## src/rtl/ddr_cls_pkg.sv

```systemverilog
package ddr_cls_pkg;
  typedef enum logic [1:0] {
    CLS_HIT     = 2'b00,
    CLS_ACT     = 2'b01,
    CLS_PRE_ACT = 2'b10,
    CLS_RSVD    = 2'b11
  } acc_class_e;
endpackage

```

## src/rtl/ddr_addr_split.sv

```systemverilog
module ddr_addr_split #(
  parameter int ADDR_W   = 32,
  parameter int COL_LO   = 3,
  parameter int COL_W    = 10,
  parameter int RANK_BIT = 13,
  parameter int ROW_LO   = 14,
  parameter int ROW_W    = 14,
  parameter int ROW_USED = 14,
  parameter int BANK_LO  = 28,
  parameter int BANK_W   = 2
) (
  input  logic [ADDR_W-1:0] addr,
  output logic [COL_W-1:0]  col,
  output logic              rank,
  output logic [ROW_W-1:0]  row,
  output logic [BANK_W-1:0] bank
);
  assign col  = addr[COL_LO +: COL_W];
  assign rank = addr[RANK_BIT];
  assign bank = addr[BANK_LO +: BANK_W];

  for (genvar i = 0; i < ROW_W; i++) begin : g_row
    if (i < ROW_USED) begin : g_used
      assign row[i] = addr[ROW_LO+i];
    end else begin : g_zero
      assign row[i] = 1'b0;
    end
  end
endmodule

```

## src/rtl/ddr_bank_tracker.sv

```systemverilog
module ddr_bank_tracker
  import ddr_cls_pkg::*;
#(
  parameter int BANK_W   = 2,
  parameter int ROW_W    = 14,
  parameter int MAX_OPEN = 3
) (
  input  logic              clk,
  input  logic              rst,
  input  logic              upd,
  input  logic              mgmt_en,
  input  logic [BANK_W-1:0] bank,
  input  logic [ROW_W-1:0]  row,
  output acc_class_e        cls,
  output logic              evict_valid,
  output logic [BANK_W-1:0] evict_bank
);
  localparam int NBANK = 1 << BANK_W;
  localparam int AGE_W = $clog2(MAX_OPEN + 1);
  localparam int CNT_W = $clog2(NBANK + 1);

  logic [NBANK-1:0] open_q;
  logic [ROW_W-1:0] row_q [NBANK];
  logic [AGE_W-1:0] age_q [NBANK];

  logic [CNT_W-1:0]  open_cnt;
  logic [BANK_W-1:0] lru;
  logic [AGE_W-1:0]  best_age;
  logic              hit;

  always_comb begin
    open_cnt = '0;
    lru      = '0;
    best_age = '0;
    for (int i = 0; i < NBANK; i++) begin
      open_cnt = open_cnt + CNT_W'(open_q[i]);
      if (open_q[i] && age_q[i] >= best_age) begin
        best_age = age_q[i];
        lru      = BANK_W'(i);
      end
    end
  end

  assign hit = open_q[bank] && (row_q[bank] == row);

  always_comb begin
    evict_valid = 1'b0;
    evict_bank  = lru;
    if (!mgmt_en) begin
      cls = CLS_PRE_ACT;
    end else if (open_q[bank]) begin
      cls = hit ? CLS_HIT : CLS_PRE_ACT;
    end else begin
      cls         = CLS_ACT;
      evict_valid = (open_cnt >= CNT_W'(MAX_OPEN));
    end
  end

  always_ff @(posedge clk) begin
    if (rst) begin
      open_q <= '0;
      for (int i = 0; i < NBANK; i++) age_q[i] <= '0;
    end else if (upd) begin
      if (!mgmt_en) begin
        open_q <= '0;
        for (int i = 0; i < NBANK; i++) age_q[i] <= '0;
      end else begin
        for (int i = 0; i < NBANK; i++) begin
          if (BANK_W'(i) == bank) begin
            age_q[i] <= '0;
          end else if (open_q[i] && (!open_q[bank] || age_q[i] < age_q[bank])) begin
            age_q[i] <= age_q[i] + 1'b1;
          end
        end
        if (evict_valid) open_q[lru] <= 1'b0;
        open_q[bank] <= 1'b1;
      end
    end
  end

  always_ff @(posedge clk) begin
    if (upd && mgmt_en) row_q[bank] <= row;
  end


  max_open_chk: assert property (@(posedge clk) disable iff (rst)
    $countones(open_q) <= MAX_OPEN);


  evict_open_chk: assert property (@(posedge clk) disable iff (rst)
    (upd && evict_valid) |-> (open_q[evict_bank] && !open_q[bank]));


  evict_closes_chk: assert property (@(posedge clk) disable iff (rst)
    (upd && evict_valid) |=> !open_q[$past(evict_bank)]);
endmodule

```

## src/rtl/ddr_addr_classifier.sv

```systemverilog
module ddr_addr_classifier
  import ddr_cls_pkg::*;
#(
  parameter int ADDR_W   = 32,
  parameter int COL_LO   = 3,
  parameter int COL_W    = 10,
  parameter int RANK_BIT = 13,
  parameter int ROW_LO   = 14,
  parameter int ROW_W    = 14,
  parameter int ROW_USED = 14,
  parameter int BANK_LO  = 28,
  parameter int BANK_W   = 2,
  parameter int MAX_OPEN = 3
) (
  input  logic              clk,
  input  logic              rst,
  input  logic              cmd_valid,
  output logic              cmd_ready,
  input  logic [ADDR_W-1:0] cmd_addr,
  input  logic              cmd_read,
  input  logic              bank_mgmt_en,
  output logic              out_valid,
  input  logic              out_ready,
  output logic [COL_W-1:0]  out_col,
  output logic              out_rank,
  output logic [ROW_W-1:0]  out_row,
  output logic [BANK_W-1:0] out_bank,
  output logic [1:0]        out_class,
  output logic              out_turn,
  output logic              out_evict_valid,
  output logic [BANK_W-1:0] out_evict_bank
);
  logic [COL_W-1:0]  s_col;
  logic              s_rank;
  logic [ROW_W-1:0]  s_row;
  logic [BANK_W-1:0] s_bank;
  acc_class_e        t_cls;
  logic              t_ev;
  logic [BANK_W-1:0] t_evb;
  logic              take;
  logic              last_read_q, have_last_q;

  assign cmd_ready = !out_valid || out_ready;
  assign take      = cmd_valid && cmd_ready;

  ddr_addr_split #(
    .ADDR_W(ADDR_W), .COL_LO(COL_LO), .COL_W(COL_W), .RANK_BIT(RANK_BIT),
    .ROW_LO(ROW_LO), .ROW_W(ROW_W), .ROW_USED(ROW_USED),
    .BANK_LO(BANK_LO), .BANK_W(BANK_W)
  ) u_split (
    .addr(cmd_addr), .col(s_col), .rank(s_rank), .row(s_row), .bank(s_bank)
  );

  ddr_bank_tracker #(
    .BANK_W(BANK_W), .ROW_W(ROW_W), .MAX_OPEN(MAX_OPEN)
  ) u_track (
    .clk(clk), .rst(rst), .upd(take), .mgmt_en(bank_mgmt_en),
    .bank(s_bank), .row(s_row),
    .cls(t_cls), .evict_valid(t_ev), .evict_bank(t_evb)
  );

  always_ff @(posedge clk) begin
    if (rst) begin
      out_valid       <= 1'b0;
      have_last_q     <= 1'b0;
      last_read_q     <= 1'b0;
      out_col         <= '0;
      out_rank        <= 1'b0;
      out_row         <= '0;
      out_bank        <= '0;
      out_class       <= 2'b00;
      out_turn        <= 1'b0;
      out_evict_valid <= 1'b0;
      out_evict_bank  <= '0;
    end else if (take) begin
      out_valid       <= 1'b1;
      have_last_q     <= 1'b1;
      last_read_q     <= cmd_read;
      out_col         <= s_col;
      out_rank        <= s_rank;
      out_row         <= s_row;
      out_bank        <= s_bank;
      out_class       <= t_cls;
      out_turn        <= have_last_q && (cmd_read != last_read_q);
      out_evict_valid <= t_ev;
      out_evict_bank  <= t_evb;
    end else if (out_ready) begin
      out_valid <= 1'b0;
    end
  end


  no_rsvd_class_chk: assert property (@(posedge clk) disable iff (rst)
    out_valid |-> out_class != CLS_RSVD);


  evict_only_act_chk: assert property (@(posedge clk) disable iff (rst)
    (out_valid && out_evict_valid) |-> out_class == CLS_ACT);


  mgmt_off_chk: assert property (@(posedge clk) disable iff (rst)
    (take && !bank_mgmt_en) |=> (out_class == CLS_PRE_ACT && !out_evict_valid));


  stall_hold_chk: assert property (@(posedge clk) disable iff (rst)
    (out_valid && !out_ready) |=> (out_valid && $stable(out_class) &&
      $stable(out_row) && $stable(out_col) && $stable(out_bank) && $stable(out_turn)));
endmodule

```

## config.mk

```make
export PLATFORM = sky130hd
export DESIGN_NAME = ddr_addr_classifier
export DESIGN_NICKNAME = d
export VERILOG_FILES = /design/src/rtl/ddr_cls_pkg.sv /design/src/rtl/ddr_addr_split.sv /design/src/rtl/ddr_bank_tracker.sv /design/src/rtl/ddr_addr_classifier.sv
export SDC_FILE = /design/constraint.sdc
export NUM_CORES = 1
export LEC_CHECK = 0
export ABC_CLOCK_PERIOD_IN_PS = 4600
export BUFFER_PORTS_ARGS = -buffer_cell sky130_fd_sc_hd__buf_2
export CAP_MARGIN = 15
export CORE_MARGIN = 2
export CORE_UTILIZATION = 35
export DETAILED_ROUTE_END_ITERATION = 6
export PLACE_DENSITY = 0.57
export RECOVER_POWER = 100
export SLEW_MARGIN = 20
export SYNTH_ARGS = -nofsm -noshare
export SYNTH_HDL_FRONTEND = slang
export SYNTH_HIERARCHICAL = 1
export SYNTH_SLANG_ARGS = --single-unit
```

## constraint.sdc

```tcl
create_clock -name clk -period 4.6 [get_ports clk]
set_input_delay 0.23 -clock clk [delete_from_list [all_inputs] [get_ports clk]]
set_output_delay 0.23 -clock clk [all_outputs]
set_load 0.01 [all_outputs]
```

* Word level (Yosys, flattened, before mapping)
Memories as Yosys holds them, arrays and structs flattened. Cells that the tools add are included. Widths: inputs -> output; s select.
Storage, ports and cells: register bits after elaboration 40, memory bits (writable) 64, input bits 38, output and inout bits 35, word-level logic and storage cells 165, memories 2
Memories:
- u_track.row_q | depth 4, width 14, rd ports 1, clocked after Yosys merged registers in 0, wr ports 1, line ddr_bank_tracker.sv:23 | logic [ROW_W-1:0] row_q [NBANK];
- u_track.age_q | depth 4, width 2, rd ports 5, clocked after Yosys merged registers in 0, wr ports 4, line ddr_bank_tracker.sv:24 | logic [AGE_W-1:0] age_q [NBANK];
Operators by class: $add $sub $neg 7, magnitude comparators 13, equality and inequality tests 5, multiplexer cells 88, bitwise logic cells 15, reduce and logical (&&, ||, !) cells 23
Operator list (count):
- $mux 1 | 60
- $mux 2 | 20
- $mux 4 | 5
- $eq 14x14->1 | 1
- $logic_and 1x1->1 | 14
- $or 1x1->1 | 12
- $add 2x1->2 const B | 4
- $lt 2x2->1 | 4
- $add 3x1->3 | 2
- $ge 2x1->1 const B | 3
- $ge 2x2->1 | 3
- $lt 2x3->1 const B | 2
- $logic_or 1x1->1 | 5
- $and 4x4->4 | 1
- $demux 1 s2 | 2
- $eq 2x2->1 const A | 2
- $not 4->4 | 1
- $or 4x4->4 | 1
- $ge 3x2->1 const B | 1
- $add 1x1->2 | 1
- $bmux 1 s2 | 1
- $eq 1x2->1 const A | 1
- $logic_not 1->1 | 2
- $logic_not 2->1 | 1
- 2 further kinds | 2

* Logic depth before layout (Yosys ltp)
An unclocked memory read counts as a cell.
depth in word-level cells 25, gate-level depth with buffers 18, mapped depth without buffers 18

* By module
The synthesis kept the hierarchy.
By module, submodules not included:
- ddr_bank_tracker | times used 1, cells an instance 238, area each 3380.7 sq um, sequential area each 1981.9 sq um
- ddr_addr_classifier | times used 1, cells an instance 164, area each 1716.6 sq um, sequential area each 720.7 sq um
- ddr_addr_split | times used 1, cells an instance 27, area each 202.7 sq um, sequential area each 0.0 sq um

* Worst setup path before layout
Ideal clock, no wire load.
path type register to register, start register u_track.open_q[0], end register u_track.open_q[1], library setup time 0.141 ns, arrival 3.610 ns, data required time 4.459 ns, slack 0.849 ns, stages on the path, launching flop included 17, buffers on the path 0, period minus slack after synthesis 3.751 ns, path through dfxtp_1 and2_1 ha_1 nand2b_1 a21oi_1 nand2b_1 mux2_2 ha_1 a21oi_1 nor2_1 mux2_2 ha_1 nand2b_1 a21oi_1 nor2b_1 o41ai_1 a311oi_1
On the way: cells in the longest elaborated chain, start to end 23, elaborated cells between the ends (all ways) 34, classes of those cells add/sub (3); order compare (6); mux (17); bitwise (3); reduce/logical (5)
RTL lines:
- from (decl) | line ddr_bank_tracker.sv:22 | logic [NBANK-1:0] open_q;
- from (signal assigned) | line ddr_bank_tracker.sv:61 | open_q <= '0;
- from (signal assigned) | line ddr_bank_tracker.sv:65 | open_q <= '0;
- from (signal, indexed assignment) | line ddr_bank_tracker.sv:75 | if (evict_valid) open_q[lru] <= 1'b0;
- $logic_and 1x1->1 | line ddr_bank_tracker.sv:37 | if (open_q[i] && age_q[i] >= best_age) begin
- $mux 2 | line ddr_bank_tracker.sv:37
- $ge 2x2->1 | line ddr_bank_tracker.sv:37
- $logic_and 1x1->1 | line ddr_bank_tracker.sv:37
- $mux 2 | line ddr_bank_tracker.sv:37
- $ge 2x2->1 | line ddr_bank_tracker.sv:37
- $logic_and 1x1->1 | line ddr_bank_tracker.sv:37
- $mux 2 | line ddr_bank_tracker.sv:37
- [7 not listed]
- $not 4->4 (no source line)
- $and 4x4->4 (no source line)
- $mux 4 (*) | line ddr_bank_tracker.sv:75
- $mux 4 (*) | line ddr_bank_tracker.sv:64 | if (!mgmt_en) begin
- $mux 4 (*) | line ddr_bank_tracker.sv:63 | end else if (upd) begin
- $mux 4 (*) | line ddr_bank_tracker.sv:60 | if (rst) begin
- $or 4x4->4 (no source line) (*)
- $mux 4 (*) | line ddr_bank_tracker.sv:64
Mark *: on every way between the ends. The rest lies on a longest branch, timed or not. The select of a mux whose other input is x is not followed. A chain may end at the register's enable or synchronous reset.

* Worst setup path in the final report
Same ends and word-level chain as after synthesis.

==> flow_summary.yaml <==
synthesis:
  synth_top_flop_cell: "edfxtp_1"
  synth_edf_count: 62
  ys_seq_area_share_pct: 51.0
  synth-seq-cells: 104
  ys_async_sr_fraction_pct: 0
  syn_area_per_cell_um2: 12.4
  synth_cells: 429
  synth_cell_types: 51
  yosys_warnings: 6
  netlist_area_mm2: 0.00530
  synth_fp_nets: 480
global_route:
  grtUsageTotal_pct: 14.5
  grt_pass1_vias: 3565
  grt_first_pass_wirelength_um: 18500
  grt_antenna_before_repair: 0
  grt-ovfl-total: 0
  grt_max_degree: 46
timing:
  finalCritPeriodShare_pct: 92.6
  grt_setup_unrepaired: "false"
  fmax_mhz: 235
  setup_tns_ps: 0
  finalHoldViolations: 0
  fin_crit_ps: 4260
  relSlewSlack_pct: -10.5
  fin_skew_ps: 7.44
  setup_viol: 0
  tightestPinTransition_ps: 1660
  drv_slew: 62
floorplan:
  row_count: 44
  die_area_mm2: 0.0161
  io_pins: 73
  die_h_um: 127
  die_w_um: 127
  core_area_mm2: 0.0146
  initial_core_util_pct: 36.2
clock_tree:
  cts_hold_buf: 0
  cts_tree: "done"
  postCtsSetupBuffers: 0
  clock_path_buffers: 2
  htree_num_levels: 3
  clk_latency_ps: 340
  cts_buffers: 9
  clockRootBuffer: "clkbuf_16"
  numClockSinks: 104
  cts.reportedPaths.clkPinSlew_ps: 80
  post_cts_resized: 0
worst_hold_path:
  hold_path_class: "in2reg"
setup_path:
  cp.required_ps: 4790
  worstPathArrival_ps: 4450
  slowest_stage: "dfxtp_1"
  crit_type: "reg2reg"
  path_buf_inv: 0
  critPathMaxFanout: 7
  cp_top_family: "simple AND/OR/NAND/NOR gates"
  start_kind: "flip-flop"
  crit_chain: "and2_1 -> ha_1 -> nand2b_1 -> a21oi_1 -> nand2b_1 -> mux2_1 -> ha_1 -> a21oi_1 -> nor2_1 -> mux2_2 -> ha_1 -> nand2b_1 -> a21oi_1 -> nor2b_1 -> o41ai_1 -> a311oi_1"
  ff2ff_setup_slack_ps: 340
  end_kind: "flip-flop"
  slowest_delay_ps: 470
final_layout:
  final_common_cell: "edfxtp_1"
  fin_nets: 510
  area_growth_pct: 4.23
  num_antenna_cells: 0
  n_fill_cell: 1469
  final_cell_mix: "edfxtp_1 (62), clkbuf_1 (54), dfxtp_1 (42)"
  drive_gt1_share_pct: 18.3
routing:
  drt-initial-drc-count: 188
  wirelength_um: 11300
  routed_via_density: 5.30
  num_vias: 3433
  final_antenna_net_count: 0
  drc_errors: 0
  dr.pass1.iters: 5
  wl_per_cell_um: 17.5
power_and_ir_drop:
  p_int_uw: 1470
  power_frac_seq_pct: 52.4
  power_frac_clock_pct: 37.3
  swShare_pct: 25.5
  p_comb_share_pct: 10.3
  powerDensity_mw_per_mm2: 357
  p_leak_uw: 0.00184
  vdd_ir_drop_max_v: 0.000166
  p_sw_uw: 502
  total_power_uw: 1970
flow_run:
  cap_violations: 2
placed_design:
  gp_congestion: 0.872
  dp_hpwl_um: 7340
  portBuffers: 67
run_status:
  violations: "capacitance limit, slew limit"
  outcome: "finished with violations"
-- worst reg2reg max path: stages (launching register included) --
cell and delay (ps):
dfxtp_1 470, and2_1 230, ha_1 240, nand2b_1 140, a21oi_1 240, nand2b_1 200, mux2_1 350, ha_1 280
a21oi_1 70, nor2_1 330, mux2_2 400, ha_1 270, nand2b_1 140, a21oi_1 220, nor2b_1 100, o41ai_1 300
a311oi_1 130
-- final timing paths --
check,cells past startpoint,endpoint,start
worst max-delay path,16,u_track/open_q[1],u_track/open_q[0]
worst min-delay path,3,out_col[0],cmd_addr[3]
worst max register to register,16,u_track/open_q[1],u_track/open_q[0]
worst min register to register,2,have_last_q,have_last_q
-- per-layer routing --
layer / GRT usage (%) / vias up / wire length [um]
met5: 0 / - / 0
met4: 3.94 / 0 / 114
met3: 3.14 / 8 / 533
met2: 25.6 / 83 / 5790
met1: 18.0 / 1731 / 4890
li1: - / 1611 / -
-- layout make-up --
class / count / area [um2] / share of cell area, %
flip-flops and latches: 104 / 2700 / 48.9
multi-input cells: 257 / 1950 / 35.4
repair buffers: 72 / 299 / 5.41
well taps: 184 / 230 / 4.17
clock buffers: 10 / 229 / 4.14
inverters: 15 / 56.3 / 1.02
clock inverters: 6 / 52.6 / 0.951
-- synthesized netlist by cell type, types with 2 or more instances --
master	n	area share, %
inv_1	13	0.92
ha_1	12	2.8
edfxtp_1	62	35
buf_12	3	1.1
nor2_1	18	1.3
o21ai_0	16	1.5
nand4_1	7	0.83
nor2b_1	3	0.35
nand2b_1	8	0.94
a21boi_0	3	0.42
nand3_1	10	0.94
dfxtp_1	42	16
nand2_1	7	0.50
o21ai_1	29	2.7
a21oi_2	29	4.8
mux2_2	5	1.1
nand3_2	27	5.1
mux4_2	12	5.1
mux2i_1	11	2.1
buf_4	30	4.2
or4_1	2	0.28
xnor2_1	17	2.8
a311oi_1	2	0.33
a21oi_1	14	1.3
a211oi_1	2	0.28
buf_6	9	1.9
o41ai_1	2	0.33
buf_2	8	0.76
o221ai_1	2	0.33
xor2_1	3	0.50
-- through the flow --
stage | cells | utilization, % | instance area, um2 | setup WS (ps) | hold slack, ps
after floorplan | 429 | - | 5300 | 849 | 378
after global placement | 632 | 37.3 | 5470 | 476 | 458
after detailed placement | 632 | 37.3 | 5470 | 424 | 465
after CTS | 648 | 39.3 | 5750 | 374 | 107
after global routing | 648 | 37.7 | 5520 | 63.3 | 138
final | 648 | 37.7 | 5520 | 341 | 140
-- sequential cells by signal, indices dropped and copies added (netlist names), 2 cells and up --
| signal | flops |
|---|---|
| out_col | 10 |
| u_track/row_q | 56 |
| out_class | 2 |
| u_track/open_q | 4 |
| u_track/age_q | 8 |
| out_bank | 2 |
| out_row | 14 |
| out_evict_bank | 2 |
-- power groups by stage --
stage | sequential, uW | combinational (uW) | clock (uW)
2_1_floorplan | 1060 | 176 | 0
3_3_place_gp | 1050 | 217 | 0
3_5_place_dp | 1050 | 222 | 0
4_1_cts | 1030 | 223 | 758
5_1_grt | 1040 | 226 | 790
6_report | 1030 | 202 | 736
-- cells by family after synthesis --
kind of cell | after synthesis | share of synthesized area, %
flip-flops | 104 | 51.0
multiplexers | 28 | 8.24
AO/OA/AOI/OAI | 107 | 13.4
buffers and inverters | 68 | 9.58
XOR/XNOR | 20 | 3.31
AND/OR/NAND/NOR | 89 | 11.3
adder cells (fa/ha/maj) | 13 | 3.21
No activity file was read; power rests on OpenSTA's default activity.
